### src/rtl/insp_mux_pkg.sv
package insp_mux_pkg;
  localparam int unsigned SHIELDS_DEF  = 6;
  localparam int unsigned SIGNALS_DEF  = 24;
  localparam int unsigned SH_FIELD_DEF = 3;
  localparam int unsigned SG_FIELD_DEF = 5;
  localparam int unsigned LINES_DEF    = 2;
endpackage

### src/rtl/insp_rst_sync.sv
module insp_rst_sync (
  input  logic clk,
  input  logic rst_n,
  output logic rst_sync_n
);
  logic meta_q;
  logic hold_q;

  always_ff @(posedge clk or negedge rst_n) begin
    if (!rst_n) begin
      meta_q <= 1'b0;
      hold_q <= 1'b0;
    end else begin
      meta_q <= 1'b1;
      hold_q <= meta_q;
    end
  end

  assign rst_sync_n = hold_q;
endmodule

### src/rtl/insp_ctrl_reg.sv
module insp_ctrl_reg #(
  parameter int unsigned WIDTH = 16
) (
  input  logic             clk,
  input  logic             rst_n,
  input  logic             wr_en,
  input  logic [WIDTH-1:0] wr_data,
  output logic [WIDTH-1:0] ctrl_q
);
  logic [WIDTH-1:0] ctrl_d;

  always_comb begin
    ctrl_d = ctrl_q;
    if (wr_en) ctrl_d = wr_data;
  end

  always_ff @(posedge clk or negedge rst_n) begin
    if (!rst_n) ctrl_q <= '0;
    else        ctrl_q <= ctrl_d;
  end

  // a write is visible on the next cycle
  p_write_loads_r2: assert property (@(posedge clk) disable iff (!rst_n)
    wr_en |=> (ctrl_q == $past(wr_data)));

  // no write, no change
  p_hold_idle_r2: assert property (@(posedge clk) disable iff (!rst_n)
    !wr_en |=> $stable(ctrl_q));
endmodule

### src/rtl/insp_line_sel.sv
module insp_line_sel #(
  parameter int unsigned SHIELDS  = 6,
  parameter int unsigned SIGNALS  = 24,
  parameter int unsigned SH_FIELD = 3,
  parameter int unsigned SG_FIELD = 5
) (
  input  logic                         clk,
  input  logic                         rst_n,
  input  logic [SH_FIELD+SG_FIELD-1:0] sel_byte,
  input  logic [SHIELDS*SIGNALS-1:0]   probe_in,
  output logic                         line_q
);
  localparam int unsigned BYTE_W = SH_FIELD + SG_FIELD;

  logic [SH_FIELD-1:0] sh_code;
  logic [SG_FIELD-1:0] sg_code;
  logic [SIGNALS-1:0]  slice;
  logic                shield_hit;
  logic                sig_bit;
  logic                line_d;

  assign sh_code = sel_byte[SH_FIELD-1:0];
  assign sg_code = sel_byte[BYTE_W-1:SH_FIELD];

  // first level: pick one shield's signal bundle
  always_comb begin
    slice      = '0;
    shield_hit = 1'b0;
    for (int s = 0; s < int'(SHIELDS); s++) begin
      if (sh_code == SH_FIELD'(s + 1)) begin
        slice      = probe_in[s*SIGNALS +: SIGNALS];
        shield_hit = 1'b1;
      end
    end
  end

  // second level: pick one signal within the bundle
  always_comb begin
    sig_bit = 1'b0;
    for (int p = 0; p < int'(SIGNALS); p++) begin
      if (sg_code == SG_FIELD'(p)) sig_bit = slice[p];
    end
  end

  always_comb line_d = shield_hit & sig_bit;

  always_ff @(posedge clk or negedge rst_n) begin
    if (!rst_n) line_q <= 1'b0;
    else        line_q <= line_d;
  end

  // disconnected line stays low
  p_disc_low_r5: assert property (@(posedge clk) disable iff (!rst_n)
    (sh_code == '0) |=> !line_q);

  // codes above the shield count stay low
  p_bad_shield_low_r6: assert property (@(posedge clk) disable iff (!rst_n)
    (int'(sh_code) > int'(SHIELDS)) |=> !line_q);

  // signal codes past the bundle stay low
  p_bad_signal_low_r8: assert property (@(posedge clk) disable iff (!rst_n)
    (int'(sg_code) >= int'(SIGNALS)) |=> !line_q);

  // valid selection shows the probe bit of the previous edge
  p_route_r7: assert property (@(posedge clk) disable iff (!rst_n)
    ((sh_code != '0) && (int'(sh_code) <= int'(SHIELDS)) && (int'(sg_code) < int'(SIGNALS)))
    |=> (line_q == $past(probe_in[(int'(sh_code) - 1) * int'(SIGNALS) + int'(sg_code)])));
endmodule

### src/rtl/insp_digital_mux.sv
module insp_digital_mux
  import insp_mux_pkg::*;
#(
  parameter int unsigned SHIELDS  = SHIELDS_DEF,
  parameter int unsigned SIGNALS  = SIGNALS_DEF,
  parameter int unsigned SH_FIELD = SH_FIELD_DEF,
  parameter int unsigned SG_FIELD = SG_FIELD_DEF,
  parameter int unsigned LINES    = LINES_DEF,
  localparam int unsigned BYTE_W  = SH_FIELD + SG_FIELD,
  localparam int unsigned CTRL_W  = BYTE_W * LINES,
  localparam int unsigned PROBE_W = SHIELDS * SIGNALS
) (
  input  logic               clk,
  input  logic               rst_n,
  input  logic               wr_en,
  input  logic [CTRL_W-1:0]  wr_data,
  output logic [CTRL_W-1:0]  rd_data,
  input  logic [PROBE_W-1:0] probe_in,
  output logic [LINES-1:0]   line_out
);
  logic              rst_sync_n;
  logic [CTRL_W-1:0] ctrl_q;

  insp_rst_sync u_rst_sync (
    .clk        (clk),
    .rst_n      (rst_n),
    .rst_sync_n (rst_sync_n)
  );

  insp_ctrl_reg #(.WIDTH(CTRL_W)) u_ctrl (
    .clk     (clk),
    .rst_n   (rst_sync_n),
    .wr_en   (wr_en),
    .wr_data (wr_data),
    .ctrl_q  (ctrl_q)
  );

  assign rd_data = ctrl_q;

  for (genvar l = 0; l < int'(LINES); l++) begin : g_line
    insp_line_sel #(
      .SHIELDS  (SHIELDS),
      .SIGNALS  (SIGNALS),
      .SH_FIELD (SH_FIELD),
      .SG_FIELD (SG_FIELD)
    ) u_sel (
      .clk      (clk),
      .rst_n    (rst_sync_n),
      .sel_byte (ctrl_q[l*BYTE_W +: BYTE_W]),
      .probe_in (probe_in),
      .line_q   (line_out[l])
    );
  end

  // reset state at the ports
  p_reset_state_r1: assert property (@(posedge clk)
    !rst_sync_n |-> (rd_data == '0 && line_out == '0));
endmodule

### config.mk
export PLATFORM = sky130hd
export DESIGN_NAME = insp_digital_mux
export DESIGN_NICKNAME = d
export VERILOG_FILES = /design/src/rtl/insp_mux_pkg.sv /design/src/rtl/insp_rst_sync.sv /design/src/rtl/insp_ctrl_reg.sv /design/src/rtl/insp_line_sel.sv /design/src/rtl/insp_digital_mux.sv
export SDC_FILE = /design/constraint.sdc
export NUM_CORES = 1
export LEC_CHECK = 0
export BUFFER_PORTS_ARGS = -buffer_cell sky130_fd_sc_hd__buf_4
export CAP_MARGIN = 25
export CORE_MARGIN = 2
export CORE_UTILIZATION = 42
export CTS_BUF_LIST = sky130_fd_sc_hd__clkbuf_8
export CTS_CLUSTER_SIZE = 8
export DETAILED_ROUTE_END_ITERATION = 6
export MAX_ROUTING_LAYER = met4
export PLACE_DENSITY_LB_ADDON = 0.2
export SLEW_MARGIN = 5
export SYNTH_ARGS = -nofsm -noshare
export SYNTH_HDL_FRONTEND = slang
export SYNTH_SLANG_ARGS = --single-unit
export TNS_END_PERCENT = 50
### constraint.sdc
create_clock -name clk -period 0.8 [get_ports clk]
set_clock_uncertainty 0.05 [all_clocks]
set_input_delay 0.12 -clock clk [delete_from_list [all_inputs] [get_ports clk]]
set_output_delay 0.12 -clock clk [all_outputs]
set_load 0.01 [all_outputs]
; Word-level counts from Yosys, hierarchy flattened
; Cells that the tools add are included.
[word_totals]
reg_bits = 20
wordCells = 139
n_memories = 0
rom_bits = 0
output_inout_bits = 18
latch_bits = 0
ram_bits = 0
[op_classes]
div_mod_pow = 0
magnitude_cmp = 0
n_addsub = 0
n_reduce_logical = 2
shifts = 0
n_mul = 0
n_mux = 72
bitwise = 2
n_eq_ne = 58
[op_table]
columns = cell, n
row1 = $mux 24, 12
row2 = $eq 5x4->1 const B, 16
row3 = $eq 5x5->1 const B, 16
row4 = $mux 1, 60
row5 = $eq 5x3->1 const B, 8
row6 = $eq 5x2->1 const B, 4
row7 = $eq 3x3->1 const B, 6
row8 = $eq 3x2->1 const B, 4
row9 = $eq 5x1->1 const B, 2
row10 = $logic_not 5->1, 2
row11 = $eq 3x1->1 const B, 2
row12 = $and 1x1->1, 2

; Longest topological paths before layout
[depth]
ltp_word = 32
ltp_mapped = 11
mapped_depth_nobuf = 7

; By module
; Synthesis repeated with hierarchy kept, for this count alone.
[hier_totals]
hier_cells = 515
hier_area_um2 = 4134.0
[modules_own_cells]
columns = mod, area_per_inst_um2, cells_per_inst, n_inst, seq_area_each_um2
row1 = insp_line_sel, 1715.4, 239, 2, 25.0
row2 = insp_ctrl_reg, 649.4, 34, 1, 400.4
row3 = insp_rst_sync, 53.8, 3, 1, 50.0

; Least setup slack after synthesis
; No wires, ideal clock.
[synth_path]
kind = register to register
startpoint = reg u_ctrl.ctrl_q[1]
endpoint = reg g_line[0].u_sel.line_q
n_path_buf = 2
period_less_slack_ns = 2.171
required_time_ns = 0.604
arrival_ns = 1.976
path_stages_with_launch = 10
setup_slack_ns = -1.371
path_cell_list = dfrtp_1 buf_6 buf_8 a21oi_1 a211oi_2 a2111oi_2 o31ai_1 a2111oi_2 and2_1 a221oi_1
[synth_via]
elab_chain_cells = 32
[synth_lines]
columns = item, line
row1 = "start, declared", insp_ctrl_reg.sv:8  ; output logic [WIDTH-1:0] ctrl_q
row2 = "start signal, assigned", insp_ctrl_reg.sv:19  ; else ctrl_q <= ctrl_d;
row3 = $eq 3x1->1, insp_line_sel.sv:30  ; if (sh_code == SH_FIELD'(s + 1)) begin
row4 = $mux 24 (6 in series), insp_line_sel.sv:30
row5 = $mux 1 (24 in series), insp_line_sel.sv:41  ; if (sg_code == SG_FIELD'(p)) sig_bit = slice[p];
row6 = $and 1x1->1 *, insp_line_sel.sv:45  ; always_comb line_d = shield_hit & sig_bit;
row7 = net g_line[0].u_sel.line_d, insp_line_sel.sv:20  ; logic line_d;
row8 = "end signal, assigned", insp_line_sel.sv:49  ; else line_q <= line_d;
row9 = "end, declared", insp_line_sel.sv:11  ; output logic line_q
; Mark *: on every way through the listed nets, which the timed path passes. The rest lies on a longest branch.
; A chain may end at the register's enable or synchronous reset.

; Worst setup path in the final report
[layout_path]
startpoint = reg u_ctrl.ctrl_q[8]
endpoint = reg g_line[1].u_sel.line_q
[layout_via]
elab_chain_cells = 32
[layout_lines]
columns = item, line
row1 = $eq 3x1->1, insp_line_sel.sv:30
row2 = $mux 24 (6 in series), insp_line_sel.sv:30
row3 = $mux 1 (24 in series), insp_line_sel.sv:41
row4 = $and 1x1->1 *, insp_line_sel.sv:45
row5 = net g_line[1].u_sel.line_d, insp_line_sel.sv:20
row6 = "end signal, assigned", insp_line_sel.sv:49
row7 = "end, declared", insp_line_sel.sv:11
; Marks and branches as above.

==> run_results.csv <==
group,metric,value,unit
floorplan,die_w,104,µm
placement,place_ws,-1.60,ns
cells_and_area,drive_gt1_share,57.9,%
clock_network,cts-htree-levels,1,
pwr,ir_drop,0.000931,V
cells_and_area,final_cell_mix,"324 x buf_4, 60 x buf_6, 43 x mux2i_1",
floorplan,die_h,104,µm
floorplan,start_util,43.0,%
placement,io_buffers,180,
setup_path,r2r-start,"u_ctrl.ctrl_q[8]$_DFFE_PN0P_",
floorplan,core_area,9730,µm²
sta,setup_viol_count_final,36,
grt,grt_pass1_wl,36900,µm
clock_network,clock_latency,0.30,ns
sta,setup_slack,-1.57,ns
outcome,status,"finished with violations",
grt,grtUsageTotal,44.8,%
routing,vias_per_cell,6.63,
clock_network,cts_buffers,3,
cells_and_area,diodes,0,
yosys,synth_area,4190,µm²
routing,num_vias,6739,
yosys,synth_edf_count,0,
grt,grt_pass1_vias,6824,
setup_path,r2r_slack,-1.57,ns
yosys,syn_inst,535,
routing,ant_nets,0,
yosys,synth_ff_type,"dfrtp_1",
sta,fin_crit_sh,297,%
setup_path,cp-end-kind,"flip-flop",
pwr,power,8940,µW
sta,slew_violations,0,
placement,placed_area,6850,µm²
setup_path,r2r_cells,9,
cells_and_area,fin_area,7780,µm²
setup_path,r2r-end,"g_line[1].u_sel.line_q$_DFF_PN0_",
yosys,avgSynthCellArea,7.83,µm²
routing,wl,25200,µm
hold_path,min_path_cells,2,
routing,routedWlPerCell,24.8,µm
placement,gp_congestion,1.07,
floorplan,die-area,10800,µm²
sta,fin_crit,2.37,ns
yosys,synth-async-reset-ratio,100,%
yosys,synth_warnings,0,
cells_and_area,fin_nets,1048,
cells_and_area,fin_util,79.9,%
yosys,yosysUniqueCellTypes,73,
setup_path,critPathKind,"flip-flop to flip-flop",
floorplan,rows,36,
pwr,p_per_area,1150,nW/µm²
setup_path,start_kind,"flip-flop",
placement,hpwlAfterDp,18600,µm
clock_network,cts.sinks,20,
hold_path,hold_end,"u_ctrl.ctrl_q[14]$_DFFE_PN0P_",
flow_run,drv_cap,0,
clock_network,clockBufferDepth,2,
cells_and_area,areaGrowthSynthToFinish,85.7,%
setup_path,worstPathMaxFanout,7,
grt,grt_max_degree,29,
sta,hold_viol,2,
hold_path,min_from,"wr_data[14]",
sta,fmax,422,MHz
clock_network,clkTransAtPathRegs,0.11,ns
routing,first_pass_iters,7,
clock_network,cts_tree,"yes",
cells_and_area,mostFrequentLayoutCell,"buf_4",
grt,grt_antenna_before_repair,0,
pwr,power_leakage,0.00352,µW
clock_network,cts_root_buffer,"clkbuf_8",
sta,holdWs,-0.00403,ns
cells_and_area,fillCellCount,652,
grt,overflow,0,
yosys,ys_seq_elements,20,
yosys,syn_nets,698,
yosys,ys_seq_area_share,12.0,%
hold_path,hold_class,"input pin to flip-flop",
routing,drt_iter0_drc,669,
setup_path,crit_arrival,2.50,ns
floorplan,ios,181,
setup_path,critPathRequiredTime,0.93,ns
routing,route.detailed.drc,5,
sta,rsz0062_at_grt,"yes",
outcome,violations,"DRC, hold timing, setup timing",
layer usage:
layer  routed length [µm]  global-route usage, %  up-vias  part of all wire [%]
met5                    0                      -        -                     0
met4                 2150                   29.3        0                   8.5
met2                11300                   71.9      658                    45
li1                     -                      -     2814                     -
met1                 8830                   51.5     3082                    35
met3                 2890                   7.77      185                    11
synthesized netlist by cell type (8+ instances only):
master / instances / area share, %
a211oi_1: 9 / 1.6
a21oi_1: 38 / 4.5
a221o_1: 13 / 3.1
a221oi_1: 11 / 2.3
a22oi_1: 15 / 2.7
buf_2: 11 / 1.3
buf_4: 13 / 2.3
clkbuf_1: 23 / 2.1
dfrtp_1: 20 / 12
inv_1: 10 / 0.90
mux2_2: 42 / 11
mux2i_1: 44 / 11
nand2_1: 33 / 3.0
nand2b_1: 12 / 1.8
nand3_1: 8 / 0.96
nand3b_1: 9 / 1.6
nor2_1: 32 / 2.9
nor2b_1: 11 / 1.6
nor3_1: 9 / 1.1
o211ai_1: 14 / 2.5
o21ai_0: 35 / 4.2
o221ai_1: 8 / 1.7
critical path: stages (launching register included):
cell       delay [ns]
dfrtp_2          0.51
buf_4            0.20
and3b_2          0.28
buf_4            0.16
o2bb2ai_1        0.13
nor4_1           0.31
o21ai_1          0.17
o311a_1          0.16
o21ai_0          0.12
o32ai_2          0.15
cell type report:
class	instances	area [µm²]	share of cell area (%)
inverters	11	68.8	0.885
repair buffers	402	3410	43.8
multi-input cells	447	3550	45.6
clock inverters	1	30.0	0.386
well taps	133	166	2.14
flip-flops and latches	20	517	6.64
clock buffers	3	41.3	0.531
report_power, final:
part / internal [µW] / leakage, µW / switching (µW)
combinational: 3400 / 0.00326 / 3030
clock: 673 / 0.0000357 / 498
sequential: 1140 / 0.000225 / 215
through the flow:
step,setup TNS (ns),std cells,hold slack (ns)
finish,-14.90,1017,-0.00403
global route,-15.45,1017,0.0105
CTS,-13.86,1006,0.00242
detailed placement,-9.98,972,-0.146
global placement,-9.47,972,-0.148
floorplan,-7.02,535,-0.226
kinds of logic (layout without fill, tap and decap cells):
group,count (synthesis),after routing,synth area share (%)
AOI/OAI and AO/OA,210,210,36.6
and+or+nand+nor,149,149,19.5
muxes,87,87,22.1
buffers and inverters,68,417,9.71
DFF,20,20,12.0
other,1,1,0.0895
sequential cells by signal, summed over array words and instances, names as in the netlist:
signal                 count
g_line.u_sel.line_q        2
u_ctrl.ctrl_q             16
u_rst_sync.meta_q          1
u_rst_sync.rst_sync_n      1
worst max path at each step:
stage | startpoint | end | slack (ns) | depth (start not counted)
after floorplan | u_ctrl.ctrl_q[1]$_DFFE_PN0P_ | g_line[0].u_sel.line_q$_DFF_PN0_ | -1.30 | 9
after global placement | u_ctrl.ctrl_q[2]$_DFFE_PN0P_ | g_line[0].u_sel.line_q$_DFF_PN0_ | -1.50 | 8
after global routing | u_ctrl.ctrl_q[8]$_DFFE_PN0P_ | g_line[1].u_sel.line_q$_DFF_PN0_ | -1.62 | 10
after detailed placement | u_ctrl.ctrl_q[1]$_DFFE_PN0P_ | g_line[0].u_sel.line_q$_DFF_PN0_ | -1.60 | 9
final | u_ctrl.ctrl_q[8]$_DFFE_PN0P_ | g_line[1].u_sel.line_q$_DFF_PN0_ | -1.57 | 9
after CTS | u_ctrl.ctrl_q[1]$_DFFE_PN0P_ | g_line[0].u_sel.line_q$_DFF_PN0_ | -1.44 | 8
repair_timing:
action	4_1_cts	5_1_grt
endpoints found under the setup margin	36	36
gates cloned	1	0
endpoints found under the hold margin	5	0
hold buffers	4	0
resized for setup	109	47
buffers inserted	28	13
pin swaps	20	19
Note: power is estimated with default switching activity, not from simulation.
